==> config.mk <==
export PLATFORM = sky130hd
export DESIGN_NAME = prog_delay_timer
export DESIGN_NICKNAME = d
export VERILOG_FILES = /design/src/rtl/pdt_pkg.sv /design/src/rtl/pdt_tick_gen.sv /design/src/rtl/pdt_delay_counter.sv /design/src/rtl/pdt_mode_ctrl.sv /design/src/rtl/prog_delay_timer.sv
export SDC_FILE = /design/constraint.sdc
export NUM_CORES = 1
export LEC_CHECK = 0
export ABC_AREA = 1
export BUFFER_PORTS_ARGS = -buffer_cell sky130_fd_sc_hd__buf_2
export CAP_MARGIN = 10
export CORE_ASPECT_RATIO = 1.5
export CORE_MARGIN = 5
export CORE_UTILIZATION = 60
export CTS_CLUSTER_DIAMETER = 100
export DETAILED_ROUTE_END_ITERATION = 12
export PLACE_DENSITY = 0.8
export SLEW_MARGIN = 25
export SYNTH_ARGS = -nofsm -noshare
export SYNTH_HDL_FRONTEND = slang
export SYNTH_SLANG_ARGS = --single-unit
==> constraint.sdc <==
create_clock -name clk -period 3.96 [get_ports clk]
set_clock_uncertainty 0.1 [all_clocks]
set_input_delay 0.396 -clock clk [delete_from_list [all_inputs] [get_ports clk]]
set_output_delay 0.396 -clock clk [all_outputs]
set_load 0.05 [all_outputs]
==> src/rtl/pdt_pkg.sv <==
package pdt_pkg;

    // Mode codes as {mode_a, mode_b}
    typedef enum logic [1:0] {
        MODE_ONESHOT = 2'b00,
        MODE_OPERATE = 2'b01,
        MODE_RELEASE = 2'b10,
        MODE_DUAL    = 2'b11
    } mode_e;

endpackage

==> src/rtl/pdt_tick_gen.sv <==
module pdt_tick_gen #(
    parameter int SYNC_STAGES = 2
) (
    input  logic clk,
    input  logic rst_n,
    input  logic sel,
    input  logic src_int,
    input  logic src_ext,
    output logic tick_rise,
    output logic tick_fall
);
    localparam int LAST = SYNC_STAGES - 1;

    typedef struct packed {
        logic [SYNC_STAGES-1:0] sync;
        logic                   prev;
    } tg_state_t;

    tg_state_t st_d, st_q;
    logic      src;

    always_comb begin
        src          = sel ? src_ext : src_int;
        st_d         = st_q;
        st_d.sync    = {st_q.sync[SYNC_STAGES-2:0], src};
        st_d.prev    = st_q.sync[LAST];
        tick_rise    = st_q.sync[LAST] & ~st_q.prev;
        tick_fall    = ~st_q.sync[LAST] & st_q.prev;
    end

    always_ff @(posedge clk) begin
        if (!rst_n) st_q <= '0;
        else        st_q <= st_d;
    end

    // a tick needs a change of the synchronized time base
    a_r2_no_back_to_back_rise: assert property (@(posedge clk) disable iff (!rst_n)
        tick_rise |=> !tick_rise);

endmodule

==> src/rtl/pdt_delay_counter.sv <==
module pdt_delay_counter #(
    parameter int PRESCALE = 1023,
    parameter int WEIGHT_W = 5
) (
    input  logic                clk,
    input  logic                rst_n,
    input  logic                start,
    input  logic                stop,
    input  logic [WEIGHT_W-1:0] weight,
    input  logic                tick,
    output logic                expire
);
    localparam int PW = (PRESCALE > 1) ? $clog2(PRESCALE) : 1;
    localparam logic [PW-1:0] FRAC_LAST = PW'(PRESCALE - 1);

    typedef struct packed {
        logic                busy;
        logic [PW-1:0]       frac;
        logic [WEIGHT_W-1:0] major;
    } dc_state_t;

    dc_state_t st_d, st_q;

    always_comb begin
        st_d   = st_q;
        expire = st_q.busy & tick & (st_q.major == '0);
        if (start) begin
            st_d.busy  = 1'b1;
            st_d.frac  = '0;
            st_d.major = weight;
        end else if (stop) begin
            st_d.busy = 1'b0;
        end else if (tick && st_q.busy) begin
            if (st_q.major == '0) begin
                st_d.busy = 1'b0;
            end else if (st_q.frac == FRAC_LAST) begin
                st_d.frac  = '0;
                st_d.major = st_q.major - 1'b1;
            end else begin
                st_d.frac = st_q.frac + 1'b1;
            end
        end
    end

    always_ff @(posedge clk) begin
        if (!rst_n) st_q <= '0;
        else        st_q <= st_d;
    end

    // a running count never moves upward unless reloaded
    a_r4_major_not_rising: assert property (@(posedge clk) disable iff (!rst_n)
        (st_q.busy && !start && !stop) |=> (st_q.major <= $past(st_q.major)));

endmodule

==> src/rtl/pdt_mode_ctrl.sv <==
module pdt_mode_ctrl
    import pdt_pkg::*;
#(
    parameter int WEIGHT_W = 5
) (
    input  logic                clk,
    input  logic                rst_n,
    input  logic                tick_fall,
    input  logic                expire,
    input  logic                trig_in,
    input  logic                mode_a,
    input  logic                mode_b,
    input  logic [WEIGHT_W-1:0] wt_n,
    output logic                start,
    output logic                stop,
    output logic [WEIGHT_W-1:0] load_n,
    output logic                out_on
);
    typedef struct packed {
        logic  trig_l;
        mode_e mode;
        logic  out;
        logic  tgt;
    } mc_state_t;

    mc_state_t st_d, st_q;
    logic                fell, rose, want_on;
    logic [WEIGHT_W-1:0] n_in;

    always_comb begin
        st_d    = st_q;
        start   = 1'b0;
        stop    = 1'b0;
        load_n  = '0;
        n_in    = ~wt_n;
        fell    = tick_fall & st_q.trig_l & ~trig_in;
        rose    = tick_fall & ~st_q.trig_l & trig_in;
        want_on = fell;
        if (tick_fall) begin
            st_d.trig_l = trig_in;
            st_d.mode   = mode_e'({mode_a, mode_b});
            unique case (st_d.mode)
                MODE_DUAL: begin
                    if (fell || rose) begin
                        if (st_q.out == want_on) begin
                            stop = 1'b1;
                        end else begin
                            start    = 1'b1;
                            load_n   = n_in;
                            st_d.tgt = want_on;
                        end
                    end
                end
                MODE_OPERATE: begin
                    if (fell) begin
                        start    = 1'b1;
                        load_n   = n_in;
                        st_d.tgt = 1'b1;
                    end else if (rose) begin
                        start    = 1'b1;
                        st_d.tgt = 1'b0;
                    end
                end
                MODE_RELEASE: begin
                    if (rose) begin
                        start    = 1'b1;
                        load_n   = n_in;
                        st_d.tgt = 1'b0;
                    end else if (fell) begin
                        start    = 1'b1;
                        st_d.tgt = 1'b1;
                    end
                end
                MODE_ONESHOT: begin
                    if (fell) begin
                        st_d.out = 1'b1;
                        start    = 1'b1;
                        load_n   = n_in;
                        st_d.tgt = 1'b0;
                    end
                end
                default: ;
            endcase
        end
        if (expire) st_d.out = st_q.tgt;
        out_on = st_q.out;
    end

    always_ff @(posedge clk) begin
        if (!rst_n) begin
            st_q.trig_l <= 1'b1;
            st_q.mode   <= MODE_DUAL;
            st_q.out    <= 1'b0;
            st_q.tgt    <= 1'b0;
        end else begin
            st_q <= st_d;
        end
    end

    // apart from the one-shot turn-on, the output moves only when the delay ends
    a_r6_out_only_on_expire: assert property (@(posedge clk) disable iff (!rst_n)
        (!expire && !(tick_fall && {mode_a, mode_b} == MODE_ONESHOT)) |=> $stable(out_on));

    // in one-shot an off output can only turn on at a falling time-base edge
    a_r9_oneshot_on_at_fall: assert property (@(posedge clk) disable iff (!rst_n)
        (!tick_fall && st_q.mode == MODE_ONESHOT && !st_q.out) |=> !out_on);

    // a rising trigger latched in one-shot leaves the output alone
    a_r10_oneshot_rise_ignored: assert property (@(posedge clk) disable iff (!rst_n)
        (tick_fall && {mode_a, mode_b} == MODE_ONESHOT && trig_in && !expire) |=> $stable(out_on));

endmodule

==> src/rtl/prog_delay_timer.sv <==
module prog_delay_timer #(
    parameter int PRESCALE    = 1023,
    parameter int WEIGHT_W    = 5,
    parameter int SYNC_STAGES = 2
) (
    input  logic                clk,
    input  logic                rst_n,
    input  logic                tb_sel,
    input  logic                tb_int,
    input  logic                tb_ext,
    input  logic                trig_in,
    input  logic                mode_a,
    input  logic                mode_b,
    input  logic [WEIGHT_W-1:0] wt_n,
    output logic                out_on
);
    logic                tick_rise, tick_fall;
    logic                start, stop, expire;
    logic [WEIGHT_W-1:0] load_n;

    pdt_tick_gen #(
        .SYNC_STAGES(SYNC_STAGES)
    ) i_tick (
        .clk      (clk),
        .rst_n    (rst_n),
        .sel      (tb_sel),
        .src_int  (tb_int),
        .src_ext  (tb_ext),
        .tick_rise(tick_rise),
        .tick_fall(tick_fall)
    );

    pdt_mode_ctrl #(
        .WEIGHT_W(WEIGHT_W)
    ) i_ctrl (
        .clk      (clk),
        .rst_n    (rst_n),
        .tick_fall(tick_fall),
        .expire   (expire),
        .trig_in  (trig_in),
        .mode_a   (mode_a),
        .mode_b   (mode_b),
        .wt_n     (wt_n),
        .start    (start),
        .stop     (stop),
        .load_n   (load_n),
        .out_on   (out_on)
    );

    pdt_delay_counter #(
        .PRESCALE(PRESCALE),
        .WEIGHT_W(WEIGHT_W)
    ) i_cnt (
        .clk    (clk),
        .rst_n  (rst_n),
        .start  (start),
        .stop   (stop),
        .weight (load_n),
        .tick   (tick_rise),
        .expire (expire)
    );

    // without a time-base edge the output holds
    a_r3_out_moves_on_tick: assert property (@(posedge clk) disable iff (!rst_n)
        (!tick_rise && !tick_fall) |=> $stable(out_on));

    // a time-base edge starts or ends a delay, never both at once
    a_r11_edges_exclusive: assert property (@(posedge clk) disable iff (!rst_n)
        !(start && expire));

endmodule

; Word level (Yosys, flattened, before mapping)
; Cells that the tools add are included.
[totals]
reg_bits = 22
word_cells = 94
[op_classes]
n_reduce_logical = 18
muxes = 38
addsub = 2
n_eq_ne = 12
bitwise_logic = 16
[ops]
columns = cell, count
row1 = $mux 16, 2
row2 = $mux 15, 2
row3 = $mux 5, 6
row4 = $mux 1, 22
row5 = $pmux 5 s3, 1
row6 = $add 10x1->10 const B, 1
row7 = $eq 10x10->1 const B, 1
row8 = $mux 10, 1
row9 = $reduce_bool 2->1, 5
row10 = $and 1x1->1, 8
row11 = $ne 2x1->1 const B, 4
row12 = $pmux 1 s4, 2
row13 = $not 1->1, 7
row14 = $ne 3x1->1 const B, 2
row15 = $reduce_and 3->1, 2
row16 = $reduce_and 6->1, 1
row17 = $reduce_bool 3->1, 2
row18 = $logic_not 5->1, 1
row19 = $not 5->5, 1
row20 = $sub 5x1->5 const B, 1
row21 = $eq 2x2->1 const B, 2
row22 = $mux 2, 2
row23 = $reduce_and 4->1, 1
row24 = $reduce_or 2->1, 2
row25 = 7 further kinds, 7

; Depth between registers and ports, before layout
; Gate-level depths: netlist of run 1.
[depth]
word_depth = 11
depth_mapped = 11
ltp_nobuf = 11

; Modules after synthesis
; Synthesis of run 1 repeated with hierarchy kept, for this count alone.
[hier_totals]
hier_cells = 243
area_unflattened_um2 = 1574.0
[by_module_without_submodules]
columns = module, area_each_um2, cells_each, instances
row1 = pdt_delay_counter, 1029.7, 155, 1
row2 = pdt_mode_ctrl, 432.9, 72, 1
row3 = pdt_tick_gen, 111.4, 16, 1

; Least setup slack after synthesis of run 1
; Ideal clock, no wire load.
[synth_timing]
path_kind = reg2reg
startpoint = register i_ctrl.st_q (netlist bit i_ctrl.out_on)
endpoint = register i_cnt.st_q[13] (netlist bit)
n_path_buf = 1
t_arrival_ns = 1.508
stages_incl_launch_ff = 10
setup_ns = 0.067
setup_slack_ns = 2.286
required_ns = 3.793
path_cell_list = dfxtp_1 -> inv_1 -> nand2_4 -> nand2_2 -> nand3_4 -> nand3_4 -> inv_4 -> buf_8 -> nand3_1 -> a21oi_2
[synth_via]
elab_chain_cells = 7
word_cells_on_any_way = 12
classes_between = eq/ne: 1 / mux: 8 / bitwise: 1 / reduce/logical: 2
[synth_lines]
columns = item, line
row1 = start: declaration, pdt_mode_ctrl.sv:26  ; mc_state_t st_d, st_q;
row2 = start signal: assignment, pdt_mode_ctrl.sv:96  ; st_q <= st_d;
row3 = $eq 1x1->1 (*), pdt_mode_ctrl.sv:45  ; if (st_q.out == want_on) begin
row4 = branches (longest 6 deep; another with $pmux 1 s4), -
row5 = end signal: assignment, pdt_delay_counter.sv:47  ; else st_q <= st_d;
row6 = end: declaration, pdt_delay_counter.sv:22  ; dc_state_t st_d, st_q;
; Mark *: on every way between the ends.
; A chain may end at the register's enable or synchronous reset.

; Worst setup path after layout of run 1
[layout_timing]
startpoint = register i_cnt.st_q[5] (netlist bit)
endpoint = register i_cnt.st_q[1] (netlist bit)
[layout_via]
elab_chain_cells = 3
[layout_lines]
columns = item, line
row1 = $eq 10x10->1, pdt_delay_counter.sv:36  ; end else if (st_q.frac == FRAC_LAST) begin
row2 = $reduce_bool 2->1 (no source line), -
row3 = $reduce_and 4->1 (no source line), -
; No other way between the ends.

==> results of run 1 <==
## routing by layer
| metal | up-vias | share of wire, % | wire, um | global-route usage [%] |
|---|---|---|---|---|
| met3 | 10 | 3.7 | 114 | 2.70 |
| met4 | 0 | 2.6 | 80 | 10.8 |
| met5 | - | 0 | 0 | 0 |
| met2 | 36 | 55 | 1690 | 34.7 |
| met1 | 628 | 38 | 1180 | 19.7 |
| li1 | 723 | - | - | - |
## layout make-up
class	count	area [um2]	share of cell area, %
Clock buffer	3	22.5	1.40
Sequential cell	22	440	27.4
Tap cell	24	30.0	1.87
Inverter	29	111	6.94
Multi-Input combinational cell	158	936	58.3
Timing Repair Buffer	13	65.1	4.05
## logic make-up (layout without fill, tap and decap cells)
family | after synthesis | after routing | share of synthesized area [%]
buffers and inverters | 31 | 45 | 8.64
flip-flops | 22 | 22 | 29.2
AND/OR/NAND/NOR | 121 | 121 | 42.2
XOR/XNOR | 10 | 10 | 5.81
AO/OA/AOI/OAI | 19 | 19 | 7.48
adder cells (fa/ha/maj) | 8 | 8 | 6.64
## placed cells by master, fill, tap and decap left out, drive strengths merged
cell type and count:
buf 13, o31ai 1, ha 8, nand3 24, nor2 27, xor2 8, nand3b 2, nor3b 1
dfxtp 22, o211a 1, nand4 13, nor3 4, a21oi 12, xnor2 2, inv 29, o211ai 1
o21ai 4, nand2 50, clkbuf 3
## power by group through the flow
stage / sequential [mW] / combinational [mW] / clock (mW)
after global routing: 0.233 / 0.0832 / 0.112
after global placement: 0.237 / 0.0705 / 0
after floorplan: 0.237 / 0.0544 / 0
after detailed placement: 0.237 / 0.0733 / 0
final: 0.232 / 0.0731 / 0.0945
after CTS: 0.232 / 0.0738 / 0.0994
## worst max-delay path, stage by stage (launching register included)
cell and delay (ns):
dfxtp_1 0.37, inv_1 0.09, ha_1 0.16, nand4_1 0.11
nor2_2 0.36, nand4_4 0.18, nand2_2 0.09, inv_2 0.05
nor2_1 0.12, nor2_1 0.05
## final timing paths
check                      start              to  slack, ns  cells after the start
hold / removal            tb_sel  i_tick.st_d[2]       0.18                      2
hold reg to reg   i_tick.st_d[2]  i_tick.st_d[0]       0.33                      2
setup reg to reg   i_cnt.st_q[5]   i_cnt.st_q[1]       2.16                      9
setup / recovery   i_cnt.st_q[5]   i_cnt.st_q[1]       2.16                      9
## sequential cells by signal, summed over array words and instances (netlist names)
name / count
i_cnt.st_q: 16
i_ctrl.out_on: 1
i_ctrl.st_q: 2
i_tick.st_d: 2
i_tick.st_q: 1
## metrics by stage
stage	utilization, %	instance area (um2)	hold WS (ns)
after global placement	65.3	1580	0.294
after floorplan	-	1510	0.290
after global routing	66.3	1610	0.167
after CTS	66.3	1610	0.166
after detailed placement	65.3	1580	0.311
final	66.3	1610	0.177
==> reports/qor.txt, run 1 <==
Run status - complete, no violations
Final wirelength - 3060 um
CP arrival - 1.91 ns
GRT Overall Usage - 19.0%
Global route overflow - 0
Share of the synthesized area in the top cell type - 29.2%
Clk_lat worst skew - 0.30 ns
CP endpoint kind - flop
Area Overhead vs Synth - 6.56%
Setup violation total in the final timing report - 0
Initial DRC count - 58
DRC viols - 0
Clock power share - 23.6%
Top-Level Pins - 14
Number of global-route vias before repair - 1427
Initial antenna violation count - 0
Fin crit period - 1.80 ns
Synth async-reset ratio - 0%
FMAX - 555 MHz
Netlist Area Pre-Place - 1510 um2
Number of library cell types mapped by synthesis - 30
Top_reg_cell synth - dfxtp_1
Worst slew margin - 71.0%
Post-synth EDFFs - 0
WS Path Type - reg2reg
Dpl hpwl - 2470 um
# diodes - 0
Least-Margin Pin Slew - 0.434 ns
WL per Instance - 12.3 um
Layout cells sized above 1 - 17.3%
Slew Viols, Final - 0
Port Buffers - 13
Critical Path RT - 4.06 ns
P per Cell Area - 249 nW/um2
Hold_buf cts - 0
Die ar. - 3630 um2
Peak VDD IR - 0.000204 V
Max-Cap Viols - 0
Sequential share of the synthesized area - 29.2%
Final std cells w/o fill - 249
Cell count after synthesis - 211
Most common library cells after synthesis - 40 x nand2_1, 26 x inv_1, 24 x nor2_1, 22 x dfxtp_1, 20 x nand3_1
Cts bufs inserted - 3
Die Wd - 50.9 um
Type of the tightest min-delay check - in2reg
Inst Count DP - 246
Final WS setup - 2.16 ns
Sw Ratio - 27.6%
Initial Utilization - 62.2%
Most common cell in the synthesized netlist - nand2_1
Final GP Congestion - 0.953
Die height - 71.4 um
Synth area leader - dfxtp_1
Core Box Area - 2420 um2
Final Hold Viols - 0
CTS tree - done
Avg Inst Size Synth - 7.14 um2
P_sw - 0.110 mW
Clock transition at path regs - 0.10 ns
Setup tns final - 0 ns
Vias - 1397
CTS Buffer Depth - 2
Pwr Total - 0.400 mW
Via/cell ratio - 5.61
Period utilization - 45.5%
RSZ-0062 raised after global routing - false
Clock Sinks - 22
Power Internal - 0.289 mW
Layout fillers - 216
Post-CTS setup buffer count - 0
Leak - 0.738 nW
Root Driver - clkbuf_4
Syn_nets - 232
Startpoint Class - flop
H-tree Lvls - 1
Nets - 248
DRT Pass-1 Iters - 4
Crit-path max FO - 9
Logic pwr share - 18.3%
Largest cells by area after synthesis - dfxtp_1 29%, nand2_1 10%, ha_1 6.6%
Register share of total power - 58.1%
CTS resizes - 0
Pin count of the biggest net entering global routing - 13
First-pass GRT wire length - 5580 um
Row Count - 22
Synth Register Bits - 22
DP Worst Slack - 2.10 ns
Antenna viol nets, final - 0
Yosys warns - 0
(Power assumes the default switching activity.)
==> run 2: changes to the inputs <==
CORE_UTILIZATION = 53   (was 60)
PLACE_DENSITY = 0.75   (was 0.8)
clock period = 1.6 ns   (was 3.96 ns; I/O delays follow)
==> reports/qor.txt, run 2 (same netlist as run 1, synthesis figures left out) <==
Run status - finished with violations
Failing checks - negative setup slack
Die ar. - 4030 um2
Area Overhead vs Synth - 22.8%
DRC viols - 0
Least-Margin Pin Slew - 0.242 ns
Core Box Area - 2710 um2
FMAX - 617 MHz
Global route overflow - 0
# diodes - 0
Number of global-route vias before repair - 1375
Final wirelength - 3240 um
Critical Path RT - 1.71 ns
Initial Utilization - 55.7%
Final GP Congestion - 0.879
Top-Level Pins - 14
Layout fillers - 267
Fin crit period - 1.62 ns
Period utilization - 101%
Peak VDD IR - 0.000571 V
Utilization after layout - 68.4%
WS Path Type - reg2reg
Worst hold slack - 0.0293 ns
Cts bufs inserted - 3
Die Wd - 53.5 um
Via/cell ratio - 5.08
Clk_lat worst skew - 0.26 ns
Clock transition at path regs - 0.08 ns
Commonest non-fill, non-tap cell in the layout - nand2_1
WL per Instance - 11.6 um
Nets - 265
Initial DRC count - 20
Layout cells sized above 1 - 26.3%
CTS Buffer Depth - 2
Pin count of the biggest net entering global routing - 13
Clock Sinks - 22
CTS tree - done
DRT Pass-1 Iters - 4
Antenna viol nets, final - 0
Row Count - 23
Startpoint Class - flop
Crit-path max FO - 6
CP arrival - 1.73 ns
Port Buffers - 13
Type of the tightest min-delay check - in2reg
Final Hold Viols - 0
Commonest cells after routing, fill and taps aside - 39 x nand2_1, 25 x inv_1, 24 x nor2_1, 19 x nand3_1, 18 x dfxtp_1
R2R setup slack - -0.02 ns
Setup violation total in the final timing report - 4
Max FFs per register - 16
CP endpoint kind - flop
Largest reg by FF count - i_cnt.st_q
Initial antenna violation count - 0
Final WS setup - -0.0195 ns
Dpl hpwl - 2520 um
Vias - 1422
GRT Overall Usage - 18.5%
H-tree Lvls - 1
Leak - 0.852 nW
Die height - 75.3 um
Slew Viols, Final - 0
Worst slew margin - 83.8%
Root Driver - clkbuf_8
First-pass GRT wire length - 5530 um
RSZ-0062 raised after global routing - true
P per Cell Area - 643 nW/um2
Max-Cap Viols - 0
-- run 2: final timing paths --
path / from / to / depth (start not counted)
worst max register to register: i_tick.st_d[0] / i_cnt.st_q[10] / 8
worst max-delay path: i_tick.st_d[0] / i_cnt.st_q[10] / 8
worst min register to register: i_tick.st_d[2] / i_tick.st_d[0] / 2
worst min-delay path: tb_ext / i_tick.st_d[2] / 3
-- run 2: layout make-up --
| class | count | area, um2 | share of cell area, % |
|---|---|---|---|
| sequential | 22 | 445 | 24.1 |
| tap | 37 | 46.3 | 2.50 |
| clock buffer | 4 | 55.1 | 2.98 |
| inverter | 29 | 116 | 6.29 |
| timing repair buffer | 30 | 206 | 11.2 |
| multi-input combinational | 158 | 980 | 53.0 |
-- run 2: critical path, cell delays in order (launching register included) --
cell     delay, ns
dfxtp_2       0.34
nor2_4        0.19
nand3_1       0.20
nand2_2       0.14
nand3_4       0.11
nand3_4       0.13
buf_6         0.14
nand2_1       0.07
a21oi_2       0.13
-- run 2: metrics by stage --
stage               setup TNS, ns  total power, mW  cells  cell area (um2)  setup WS [ns]
global route                -1.16             1.25    280             1850         -0.128
global placement                0            0.790    273             1710         0.0522
finish                    -0.0321             1.19    280             1850        -0.0195
floorplan                       0            0.722    211             1510         0.0669
detailed placement        -0.0240            0.792    273             1710       -0.00971
CTS                             0             1.18    279             1790        0.00917
-- run 2: report_power, final --
group	leakage [nW]	internal [mW]	switching, mW
Combinational	0.643	0.0905	0.127
Sequential	0.181	0.565	0.0102
Clock	0.0288	0.220	0.177
-- run 2: layer usage --
layer,track usage (%),vias up,wire (um)
met5,0,-,0
met4,10.8,0,74
met3,2.15,8,57
met2,35.1,20,1790
met1,18.7,640,1310
li1,-,754,-
-- run 2: repair_timing --
action / CTS / global route
pin swaps: 1 / 8
hold endpoints to repair: 1 / 0
setup endpoints to repair: 13 / 15
hold buffers: 1 / 0
setup buffers: 1 / 1
gates resized for setup: 2 / 16
